--- src/rtl/fpm_pkg.sv ---
// Shared types for the fast-page-mode sequencer.
// Assumes: one state register in the top module uses this encoding.
package fpm_pkg;
    typedef enum logic [2:0] {
        S_IDLE,   // no row open, RAS# high
        S_ACT,    // RAS# low with row address, waiting row-to-column delay
        S_OPEN,   // row open, waiting for the next request
        S_COLS,   // column address and WE# set up, CAS# still high
        S_CASL,   // CAS# low
        S_CP,     // CAS# high precharge inside the page
        S_PRE,    // RAS# high precharge
        S_GRANT   // memory handed to the refresh block
    } fpm_state_e;
endpackage

--- src/rtl/fpm_timer.sv ---
// Down-counter that times one strobe phase.
// Assumes: load is pulsed on entry to a phase with (length - 1); expired
// is high on the last clock of the phase.
module fpm_timer #(
    parameter int CNT_W = 3
) (
    input  logic             clk,
    input  logic             rst_n,
    input  logic             load,
    input  logic [CNT_W-1:0] load_val,
    output logic             expired
);
    logic [CNT_W-1:0] cnt_q;

    // Load on phase entry, otherwise count down to zero and hold.
    always_ff @(posedge clk) begin
        if (!rst_n)              cnt_q <= '0;
        else if (load)           cnt_q <= load_val;
        else if (cnt_q != '0)    cnt_q <= cnt_q - 1'b1;
    end

    assign expired = (cnt_q == '0);
endmodule

--- src/rtl/fpm_row_track.sv ---
// Remembers which row is open and compares an incoming row against it.
// Assumes: set and clear are never high together.
module fpm_row_track #(
    parameter int ROW_W = 12
) (
    input  logic             clk,
    input  logic             rst_n,
    input  logic             set,
    input  logic             clear,
    input  logic [ROW_W-1:0] set_row,
    input  logic [ROW_W-1:0] cmp_row,
    output logic             hit
);
    logic             open_q;
    logic [ROW_W-1:0] row_q;

    // Record the row on activation and forget it on precharge.
    always_ff @(posedge clk) begin
        if (!rst_n) begin
            open_q <= 1'b0;
            row_q  <= '0;
        end else if (set) begin
            open_q <= 1'b1;
            row_q  <= set_row;
        end else if (clear) begin
            open_q <= 1'b0;
        end
    end

    assign hit = open_q && (row_q == cmp_row);
endmodule

--- src/rtl/fpm_seq.sv ---
// Fast-page-mode DRAM access sequencer (top).
// Turns host requests into RAS#/CAS#/WE#/OE# sequences. It keeps the row
// open for same-row hits, precharges on a miss, always uses early write,
// and hands the memory to a refresh block at request boundaries.
// Assumes: every T_* parameter is at least 1.
module fpm_seq #(
    parameter int ROW_W  = 12,
    parameter int COL_W  = 10,
    parameter int DATA_W = 4,
    parameter int T_RCD  = 2,
    parameter int T_CAS  = 2,
    parameter int T_CP   = 1,
    parameter int T_RP   = 2
) (
    input  logic                     clk,
    input  logic                     rst_n,
    input  logic                     req_valid,
    output logic                     req_ready,
    input  logic                     req_write,
    input  logic [ROW_W+COL_W-1:0]   req_addr,
    input  logic [DATA_W-1:0]        req_wdata,
    output logic                     rsp_valid,
    output logic [DATA_W-1:0]        rsp_rdata,
    input  logic                     ref_req,
    output logic                     ref_grant,
    input  logic                     ref_done,
    output logic [((ROW_W > COL_W) ? ROW_W : COL_W)-1:0] dram_addr,
    output logic                     dram_ras_n,
    output logic                     dram_cas_n,
    output logic                     dram_we_n,
    output logic                     dram_oe_n,
    output logic                     dram_dq_oe,
    output logic [DATA_W-1:0]        dram_dq_out,
    input  logic [DATA_W-1:0]        dram_dq_in
);
    import fpm_pkg::*;

    localparam int ADDR_W  = ROW_W + COL_W;
    localparam int DRAM_AW = (ROW_W > COL_W) ? ROW_W : COL_W;
    localparam int T_MAX1  = (T_RCD > T_CAS) ? T_RCD : T_CAS;
    localparam int T_MAX2  = (T_CP > T_RP) ? T_CP : T_RP;
    localparam int T_MAX   = (T_MAX1 > T_MAX2) ? T_MAX1 : T_MAX2;
    localparam int CNT_W   = (T_MAX < 2) ? 1 : $clog2(T_MAX);
    localparam logic [CNT_W-1:0] L_RCD = CNT_W'(T_RCD - 1);
    localparam logic [CNT_W-1:0] L_CAS = CNT_W'(T_CAS - 1);
    localparam logic [CNT_W-1:0] L_CP  = CNT_W'(T_CP - 1);
    localparam logic [CNT_W-1:0] L_RP  = CNT_W'(T_RP - 1);

    fpm_state_e          state_q, state_d;
    logic                wr_q, pend_q;
    logic [ROW_W-1:0]    row_q;
    logic [COL_W-1:0]    col_q;
    logic [DATA_W-1:0]   wdata_q;
    logic                accept, expired, hit_w, t_load;
    logic [CNT_W-1:0]    t_val;
    logic [ROW_W-1:0]    req_row;
    logic [COL_W-1:0]    req_col;

    assign req_row = req_addr[ADDR_W-1:COL_W];
    assign req_col = req_addr[COL_W-1:0];
    assign req_ready = ((state_q == S_IDLE) || (state_q == S_OPEN)) && !ref_req;
    assign accept    = req_valid && req_ready;

    fpm_timer #(.CNT_W(CNT_W)) u_timer (
        .clk(clk), .rst_n(rst_n), .load(t_load), .load_val(t_val), .expired(expired)
    );

    fpm_row_track #(.ROW_W(ROW_W)) u_rows (
        .clk(clk), .rst_n(rst_n),
        .set(state_q == S_ACT), .clear(state_q == S_PRE),
        .set_row(row_q), .cmp_row(req_row), .hit(hit_w)
    );

    // Next-state selection for the strobe sequence.
    always_comb begin
        state_d = state_q;
        unique case (state_q)
            S_IDLE:  if (ref_req) state_d = S_GRANT;
                     else if (req_valid) state_d = S_ACT;
            S_ACT:   if (expired) state_d = S_COLS;
            S_OPEN:  if (ref_req) state_d = S_PRE;
                     else if (req_valid) state_d = hit_w ? S_COLS : S_PRE;
            S_COLS:  state_d = S_CASL;
            S_CASL:  if (expired) state_d = S_CP;
            S_CP:    if (expired) state_d = S_OPEN;
            S_PRE:   if (expired) state_d = pend_q ? S_ACT : S_IDLE;
            S_GRANT: if (ref_done) state_d = S_PRE;
            default: state_d = S_IDLE;
        endcase
    end

    // Phase length loaded into the timer on entry to a timed state.
    always_comb begin
        t_load = (state_d != state_q);
        unique case (state_d)
            S_ACT:   t_val = L_RCD;
            S_CASL:  t_val = L_CAS;
            S_CP:    t_val = L_CP;
            S_PRE:   t_val = L_RP;
            default: t_val = '0;
        endcase
    end

    // State register and accepted-request capture.
    always_ff @(posedge clk) begin
        if (!rst_n) begin
            state_q <= S_IDLE;
            wr_q    <= 1'b0;
            pend_q  <= 1'b0;
            row_q   <= '0;
            col_q   <= '0;
            wdata_q <= '0;
        end else begin
            state_q <= state_d;
            if (accept) begin
                wr_q    <= req_write;
                row_q   <= req_row;
                col_q   <= req_col;
                wdata_q <= req_wdata;
                pend_q  <= (state_q == S_OPEN) && !hit_w;
            end else if (state_q == S_PRE && expired) begin
                pend_q  <= 1'b0;
            end
        end
    end

    // Read capture at the end of the CAS# low window, one-clock response.
    always_ff @(posedge clk) begin
        if (!rst_n) begin
            rsp_valid <= 1'b0;
            rsp_rdata <= '0;
        end else begin
            rsp_valid <= (state_q == S_CASL) && expired && !wr_q;
            if ((state_q == S_CASL) && expired && !wr_q)
                rsp_rdata <= dram_dq_in;
        end
    end

    // Strobe and address decode from the current phase.
    always_comb begin
        dram_ras_n  = !((state_q == S_ACT) || (state_q == S_OPEN) || (state_q == S_COLS)
                        || (state_q == S_CASL) || (state_q == S_CP));
        dram_cas_n  = (state_q != S_CASL);
        dram_we_n   = !(((state_q == S_COLS) || (state_q == S_CASL)) && wr_q);
        dram_oe_n   = !((state_q == S_CASL) && !wr_q);
        dram_dq_oe  = ((state_q == S_COLS) || (state_q == S_CASL)) && wr_q;
        dram_dq_out = wdata_q;
        ref_grant   = (state_q == S_GRANT);
        if (state_q == S_ACT)
            dram_addr = DRAM_AW'(row_q);
        else if ((state_q == S_COLS) || (state_q == S_CASL) || (state_q == S_CP))
            dram_addr = DRAM_AW'(col_q);
        else
            dram_addr = '0;
    end

    // WE# is already low on the clock before CAS# falls for a write.
    a_r5_we_before_cas: assert property (@(posedge clk) disable iff (!rst_n)
        ($fell(dram_cas_n) && !dram_we_n) |-> $past(!dram_we_n));
    // DRAM outputs never enabled while WE# is low.
    a_r5_no_oe_in_write: assert property (@(posedge clk) disable iff (!rst_n)
        !dram_we_n |-> dram_oe_n);
    // read response lasts one clock.
    a_r6_rsp_one_cycle: assert property (@(posedge clk) disable iff (!rst_n)
        rsp_valid |=> !rsp_valid);
    // strobes released and host stalled while refresh holds the memory.
    a_r7_grant_quiet: assert property (@(posedge clk) disable iff (!rst_n)
        ref_grant |-> (dram_ras_n && dram_cas_n && !req_ready));
    // CAS# never falls in the same clock as RAS#.
    a_r4_cas_after_ras: assert property (@(posedge clk) disable iff (!rst_n)
        $fell(dram_ras_n) |-> dram_cas_n);
    // an accepted same-row request keeps RAS# low.
    a_r2_hit_keeps_row: assert property (@(posedge clk) disable iff (!rst_n)
        (state_q == S_OPEN && accept && hit_w) |=> !dram_ras_n);
endmodule

--- config.mk ---
export PLATFORM = sky130hd
export DESIGN_NAME = fpm_seq
export DESIGN_NICKNAME = d
export VERILOG_FILES = /design/src/rtl/fpm_pkg.sv /design/src/rtl/fpm_timer.sv /design/src/rtl/fpm_row_track.sv /design/src/rtl/fpm_seq.sv
export SDC_FILE = /design/constraint.sdc
export NUM_CORES = 1
export LEC_CHECK = 0
export BUFFER_PORTS_ARGS = -buffer_cell sky130_fd_sc_hd__buf_2
export CORE_MARGIN = 8
export CORE_UTILIZATION = 47
export CTS_CLUSTER_DIAMETER = 120
export DETAILED_ROUTE_END_ITERATION = 8
export GPL_ROUTABILITY_DRIVEN = 0
export PLACE_DENSITY = 0.73
export SKIP_LAST_GASP = 1
export SYNTH_ARGS = -nofsm -noshare
export SYNTH_HDL_FRONTEND = slang
export SYNTH_SLANG_ARGS = --single-unit
--- constraint.sdc ---
create_clock -name clk -period 1.45 [get_ports clk]
set_input_delay 0.145 -clock clk [delete_from_list [all_inputs] [get_ports clk]]
set_output_delay 0.145 -clock clk [all_outputs]
set_load 0.005 [all_outputs]
==> out/metrics.csv, run 1 <==
metric;value;unit
status;finished, violations left;
failed_checks;negative setup slack;
worst_pin_slew;419;ps
multi_input_area;1330;sq um
antennaDiodeCount;0;
synth_adder_area_share;0;
clockPowerShare;0.223;
yosys-top-cells-area;dfxtp_1, nand2_1, a21boi_1;
fill_cells;427;
syn-cell-area;2330;sq um
rows;25;
grt_pass1_wl;9720;microns
antenna_found_initial;0;
critPathBufInv;2;
r2r-start;state_q[2];
yosys.area_share.simple;0.267;
syn_to_final_growth;31.1;%
synth_ff_type;dfxtp_1;
clk_pin_slew;90;ps
wirelength;6020;microns
use_met2;0.276;
grt.total_usage;0.165;
p_int;2.39;mW
initial_core_util;0.491;
slowest_stage;or3_1;
drt_iter0_markers;200;
ys_ff_latch;50;
clock_latency;310;ps
rsz0062_at_grt;yes;
timing.final.ws_setup;-113;ps
critPathRequiredTime;1650;ps
busiest_layer;met2;
num_io_pins;64;
synth.avg_cell_area;8.13;sq um
synthCells;287;
cts.sinks;50;
min_period;1560;ps
cp_cell_sequence;buf_4 -> buf_12 -> or3_1 -> a21oi_1 -> a221o_2 -> o21ai_1 -> and2_1;
crit_start;state_q[2];
period_share;1.08;
hp-class;input pin to register;
dieArea;7480;sq um
coreArea;4750;sq um
wl_per_cell;14.0;microns
drtAntennaViolNets;0;
slew-limit-headroom;0.717;
synth_edf_count;0;
grt_max_degree;52;
switchingPower;1.18;mW
critPathLaunchType;register;
p_per_area;1170;nW/um^2
drc;0;
combPwrFrac;0.327;
synth_top_area_frac;0.429;
power.leakage;1.33;nW
max-cap-violations;0;
path_max_fanout;10;
worstSetupPathDepth;7;
crit_family;simple AND/OR/NAND/NOR gates;
hold_path_depth;3;
final_common_cell;nand2_1;
dieHeight;86.5;microns
use_met1;0.188;
min_from;req_wdata[3];
register_area;1020;sq um
grt-ovfl-total;0;
cts_hold_buf;0;
die_x;86.5;microns
final_nets;399;
slowest_delay;360;ps
firstDrtPassIters;4;
utilization;0.644;
stdcell_area;3060;sq um
p_seq_frac;0.450;
place_area;2810;sq um
swShare;0.330;
slew_violations;0;
vias;2201;
io_buffers;63;
muxShareOfSynthArea;0.0171;
fmax;640;MHz
grt_pass1_vias;2145;
cts_tree;done;
endpoint_kind;register;
reg2reg_depth;7;
dp_hpwl;4130;microns
viasPerCell;5.12;
finalHoldViolations;0;
final_cell_mix;nand2_1, buf_2, dfxtp_1;
yosys.area_share.xor_xnor;0.0450;
crit_arrival;1760;ps
synth_nets;323;
finalClockSkew;10.1;ps
yosys_warnings;0;
met3_usage;0.0425;
cts_buffers;5;
fin_tns_setup;-1820;ps
drive_gt1_frac;0.353;
synth_top_family_by_area;simple AND/OR/NAND/NOR gates;
ir_worst_vdd;0.000648;V
critical_path_class;register to register;
clk_path_buf_depth;2;
ys_async_sr_fraction;0;
synth-seq-area-share;0.429;
finalSetupViolations;45;
r2r_slack;-110;ps
cts-root-buf;clkbuf_8;
synth-compound-area-share;0.188;
synth_cell_types;40;
yosys.area.top_type;dfxtp_1;
cts_max_level;2;
[final cells by class]
cell class,count,area share
multi-input cells,218,0.434
flip-flops and latches,50,0.332
repair buffers,84,0.175
well taps,67,0.0274
clock buffers,5,0.0225
inverters,4,0.00490
clock inverters,2,0.00450
[stage by stage]
step	power [mW]	instances	worst slack [ps]	hold slack, ps
floorplan	2.21	287	25.9	278
global placement	2.60	418	-74.9	384
detailed placement	2.62	418	-113	391
CTS	3.55	430	-96.9	50.4
global route	3.77	430	-154	52.5
finish	3.57	430	-113	54.9
[logic make-up after synthesis]
| logic type | count (synthesis) |
|---|---|
| xor+xnor | 12 |
| flops | 50 |
| mux | 4 |
| buf+inv | 20 |
| compound gates | 60 |
| simple gates | 141 |
[cells in the mapped netlist (2+ instances only)]
cell / n
o21ai_2: 2
and3_1: 4
xnor2_1: 12
buf_4: 2
clkbuf_8: 2
a21oi_1: 3
inv_1: 3
a31oi_1: 2
nor2b_1: 6
nor2_1: 2
mux2i_1: 4
o311ai_0: 2
a21boi_1: 34
dfxtp_1: 50
nand4_1: 2
a21boi_0: 5
buf_6: 2
o21ai_1: 3
o21a_1: 2
o21ai_0: 3
nand3_1: 4
nand2_1: 108
clkbuf_1: 6
buf_2: 3
and2_1: 6
[timing repair]
action,in CTS,in global routing
gates resized for setup,23,13
cloned,1,0
pin swaps,20,2
setup endpoints to repair,21,51
setup buffers,4,0
[registers in the layout, summed over array words and instances (netlist names)]
signal	flops
row_q	12
u_rows.row_q	12
col_q	10
dram_dq_out	4
rsp_rdata	4
state_q	3
pend_q	1
rsp_valid	1
u_rows.open_q	1
u_timer.cnt_q	1
wr_q	1
[power by group through the flow]
stage          Combinational, mW  Clock [mW]  Sequential [mW]
2_1_floorplan              0.624           0             1.59
3_5_place_dp                1.01           0             1.61
6_report                    1.17       0.797             1.61
3_3_place_gp               0.998           0             1.60
4_1_cts                     1.13       0.826             1.59
5_1_grt                     1.28       0.879             1.62
[worst min-delay path, delay by kind of cell]
family / cells / cell delay (ps)
AND/OR/NAND/NOR: 1 / 40
buffers and inverters: 1 / 90
AO/OA/AOI/OAI: 1 / 50
[layer usage]
metal	vias up	share of wire
li1	1105	-
met2	62	0.48
met4	0	0.020
met5	-	0
met1	1023	0.44
met3	11	0.066
[path summary, 6_finish.rpt]
check                         to
hold / removal    dram_dq_out[3]
setup / recovery      state_q[0]
setup reg to reg      state_q[0]
hold reg to reg   dram_dq_out[3]
No activity file was read; power rests on OpenSTA's default activity.
==> inputs of run 2 (changes only) <==
Settings changed: SETUP_SLACK_MARGIN set to 0.5.
==> out/metrics.csv, run 2 (synthesis results as in run 1) <==
metric;value;unit;change
drc;0;;unchanged
failed_checks;negative setup slack;;unchanged
viasPerCell;5.41;;was 5.12
crit_arrival;2000;ps;was 1760 ps
antennaDiodeCount;0;;unchanged
initial_core_util;0.491;;unchanged
endpoint_kind;register;;unchanged
min_period;1750;ps;was 1560 ps
grt_max_degree;27;;was 52
dieHeight;86.5;microns;unchanged
combPwrFrac;0.426;;was 0.327
hp-class;input pin to register;;unchanged
cts_buffers;5;;unchanged
slowest_stage;or4_4;;was or3_1
num_io_pins;64;;unchanged
clock_latency;310;ps;about the same
switchingPower;1.58;mW;was 1.18 mW
min_to;wr_q;;was dram_dq_out[3]
drive_gt1_frac;0.595;;was 0.353
power.leakage;1.77;nW;was 1.33 nW
p_int;3.23;mW;was 2.39 mW
final_nets;433;;was 399
timing.final.ws_setup;-295;ps;was -113 ps
path_max_fanout;4;;was 10
grt_pass1_wl;11700;microns;was 9720 microns
vias;2516;;was 2201
r2r_end;state_q[0];;unchanged
fill_cells;260;;was 427
status;finished, violations left;;unchanged
reg2reg_depth;5;;was 7
cts_tree;done;;unchanged
wirelength;8720;microns;was 6020 microns
fin_hold_ws;56.7;ps;was 54.9 ps
final_cell_mix;buf_2, nand2_1, dfxtp_1;;was nand2_1, buf_2, dfxtp_1
pre_cts_ws;-95.1;ps;was -113 ps
finalHoldViolations;0;;unchanged
slew_violations;0;;unchanged
cp_cell_sequence;xnor2_1 -> nand4_1 -> or4_4 -> o21ai_1 -> and2_1;;was buf_4 -> buf_12 -> or3_1 -> a21oi_1 -> a221o_2 -> o21ai_1 -> and2_1
die_x;86.5;microns;unchanged
final_cells;465;;was 430
post-place-cells;423;;was 418
syn_to_final_growth;71.4;%;was 31.1%
critPathLaunchType;register;;unchanged
min_from;req_write;;was req_wdata[3]
rows;25;;unchanged
antenna_found_initial;0;;unchanged
hold_path_depth;3;;unchanged
dieArea;7480;sq um;unchanged
slowest_delay;570;ps;was 360 ps
slew-limit-headroom;0.717;;about the same
wl_per_cell;18.7;microns;was 14.0 microns
critPathRequiredTime;1710;ps;was 1650 ps
grt.total_usage;0.196;;was 0.165
rsz0062_at_grt;yes;;unchanged
grt-ovfl-total;0;;unchanged
worst_pin_slew;419;ps;about the same
top_regs;row_q (12), u_rows.row_q (12), col_q (10);;unchanged
io_buffers;63;;unchanged
r2r-start;u_rows.row_q[7];;was state_q[2]
cts-root-buf;clkbuf_8;;unchanged
p_seq_frac;0.332;;was 0.450
ir_worst_vdd;0.000875;V;was 0.000648 V
grt_pass1_vias;2466;;was 2145
final_common_cell;buf_2;;was nand2_1
cts.sinks;50;;unchanged
firstDrtPassIters;4;;unchanged
utilization;0.842;;was 0.644
r2r_slack;-300;ps;was -110 ps
dp_hpwl;4150;microns;was 4130 microns
place_area;2900;sq um;was 2810 sq um
p_per_area;1200;nW/um^2;was 1170 nW/um^2
stdcell_area;4000;sq um;was 3060 sq um
critical_path_class;register to register;;unchanged
period_share;1.20;;was 1.08
clk_pin_slew;100;ps;was 90 ps
coreArea;4750;sq um;unchanged
finalClockSkew;7.55;ps;was 10.1 ps
swShare;0.328;;was 0.330
max-cap-violations;0;;unchanged
clk_path_buf_depth;2;;unchanged
drtAntennaViolNets;0;;unchanged
clockPowerShare;0.242;;was 0.223
fmax;573;MHz;was 640 MHz
drt_iter0_markers;187;;was 200
cts_max_level;2;;unchanged
finalSetupViolations;64;;was 45
==> run 2: critical path, delay by kind of cell (launching register included) <==
kind | cells | cell delay (ps)
AO/OA/AOI/OAI | 1 | 230
XOR/XNOR | 1 | 160
flip-flops | 1 | 400
AND/OR/NAND/NOR | 3 | 900
==> run 2: final cells by class <==
type,count,area [sq um],share of cell area
flip-flops and latches,50,1010,0.254
well taps,67,83.8,0.0209
clock inverters,1,30.0,0.00750
repair buffers,119,1080,0.269
clock buffers,7,108,0.0269
inverters,4,20.0,0.00500
multi-input cells,217,1670,0.417
==> run 2: worst max path at each step <==
stage / from / to / slack [ps] / depth (start not counted)
after floorplan: u_rows.row_q[11] / u_timer.cnt_q / 30 / 5
after global placement: u_rows.row_q[0] / u_timer.cnt_q / -120 / 5
after detailed placement: u_rows.row_q[0] / u_timer.cnt_q / -100 / 5
after CTS: state_q[2] / dram_addr[0] / -190 / 8
after global routing: u_rows.row_q[7] / u_timer.cnt_q / -310 / 5
final: u_rows.row_q[7] / state_q[0] / -300 / 5
==> run 2: power by group through the flow <==
| stage | sequential [mW] | clock (mW) | combinational [mW] |
|---|---|---|---|
| finish | 1.60 | 1.16 | 2.05 |
| global route | 1.61 | 1.22 | 2.17 |
| CTS | 1.57 | 1.14 | 1.57 |
| detailed placement | 1.60 | 0 | 1.10 |
| global placement | 1.60 | 0 | 1.10 |
| floorplan | 1.60 | 0 | 0.711 |
==> run 2: timing repair <==
item                                    in CTS  in global routing
gates cloned                                 2                  3
hold buffers                                 0                  0
pin swaps                                   47                 51
setup buffers                               20                  9
gates resized for setup                     60                 88
endpoints found under the setup margin      69                 69
==> run 2: stage by stage <==
stage / setup TNS, ps / total power [mW]
final: -7170 / 4.81
after global routing: -10380 / 5.00
after CTS: -3230 / 4.28
after detailed placement: -856 / 2.70
after global placement: -651 / 2.69
after floorplan: 0 / 2.31
==> run 2: metal layers <==
layer	vias up	routed length, microns	GRT usage
met5	-	0	0
met4	0	344	0.0798
met3	32	651	0.0567
met2	109	4320	0.334
met1	1196	3400	0.223
li1	1179	-	-
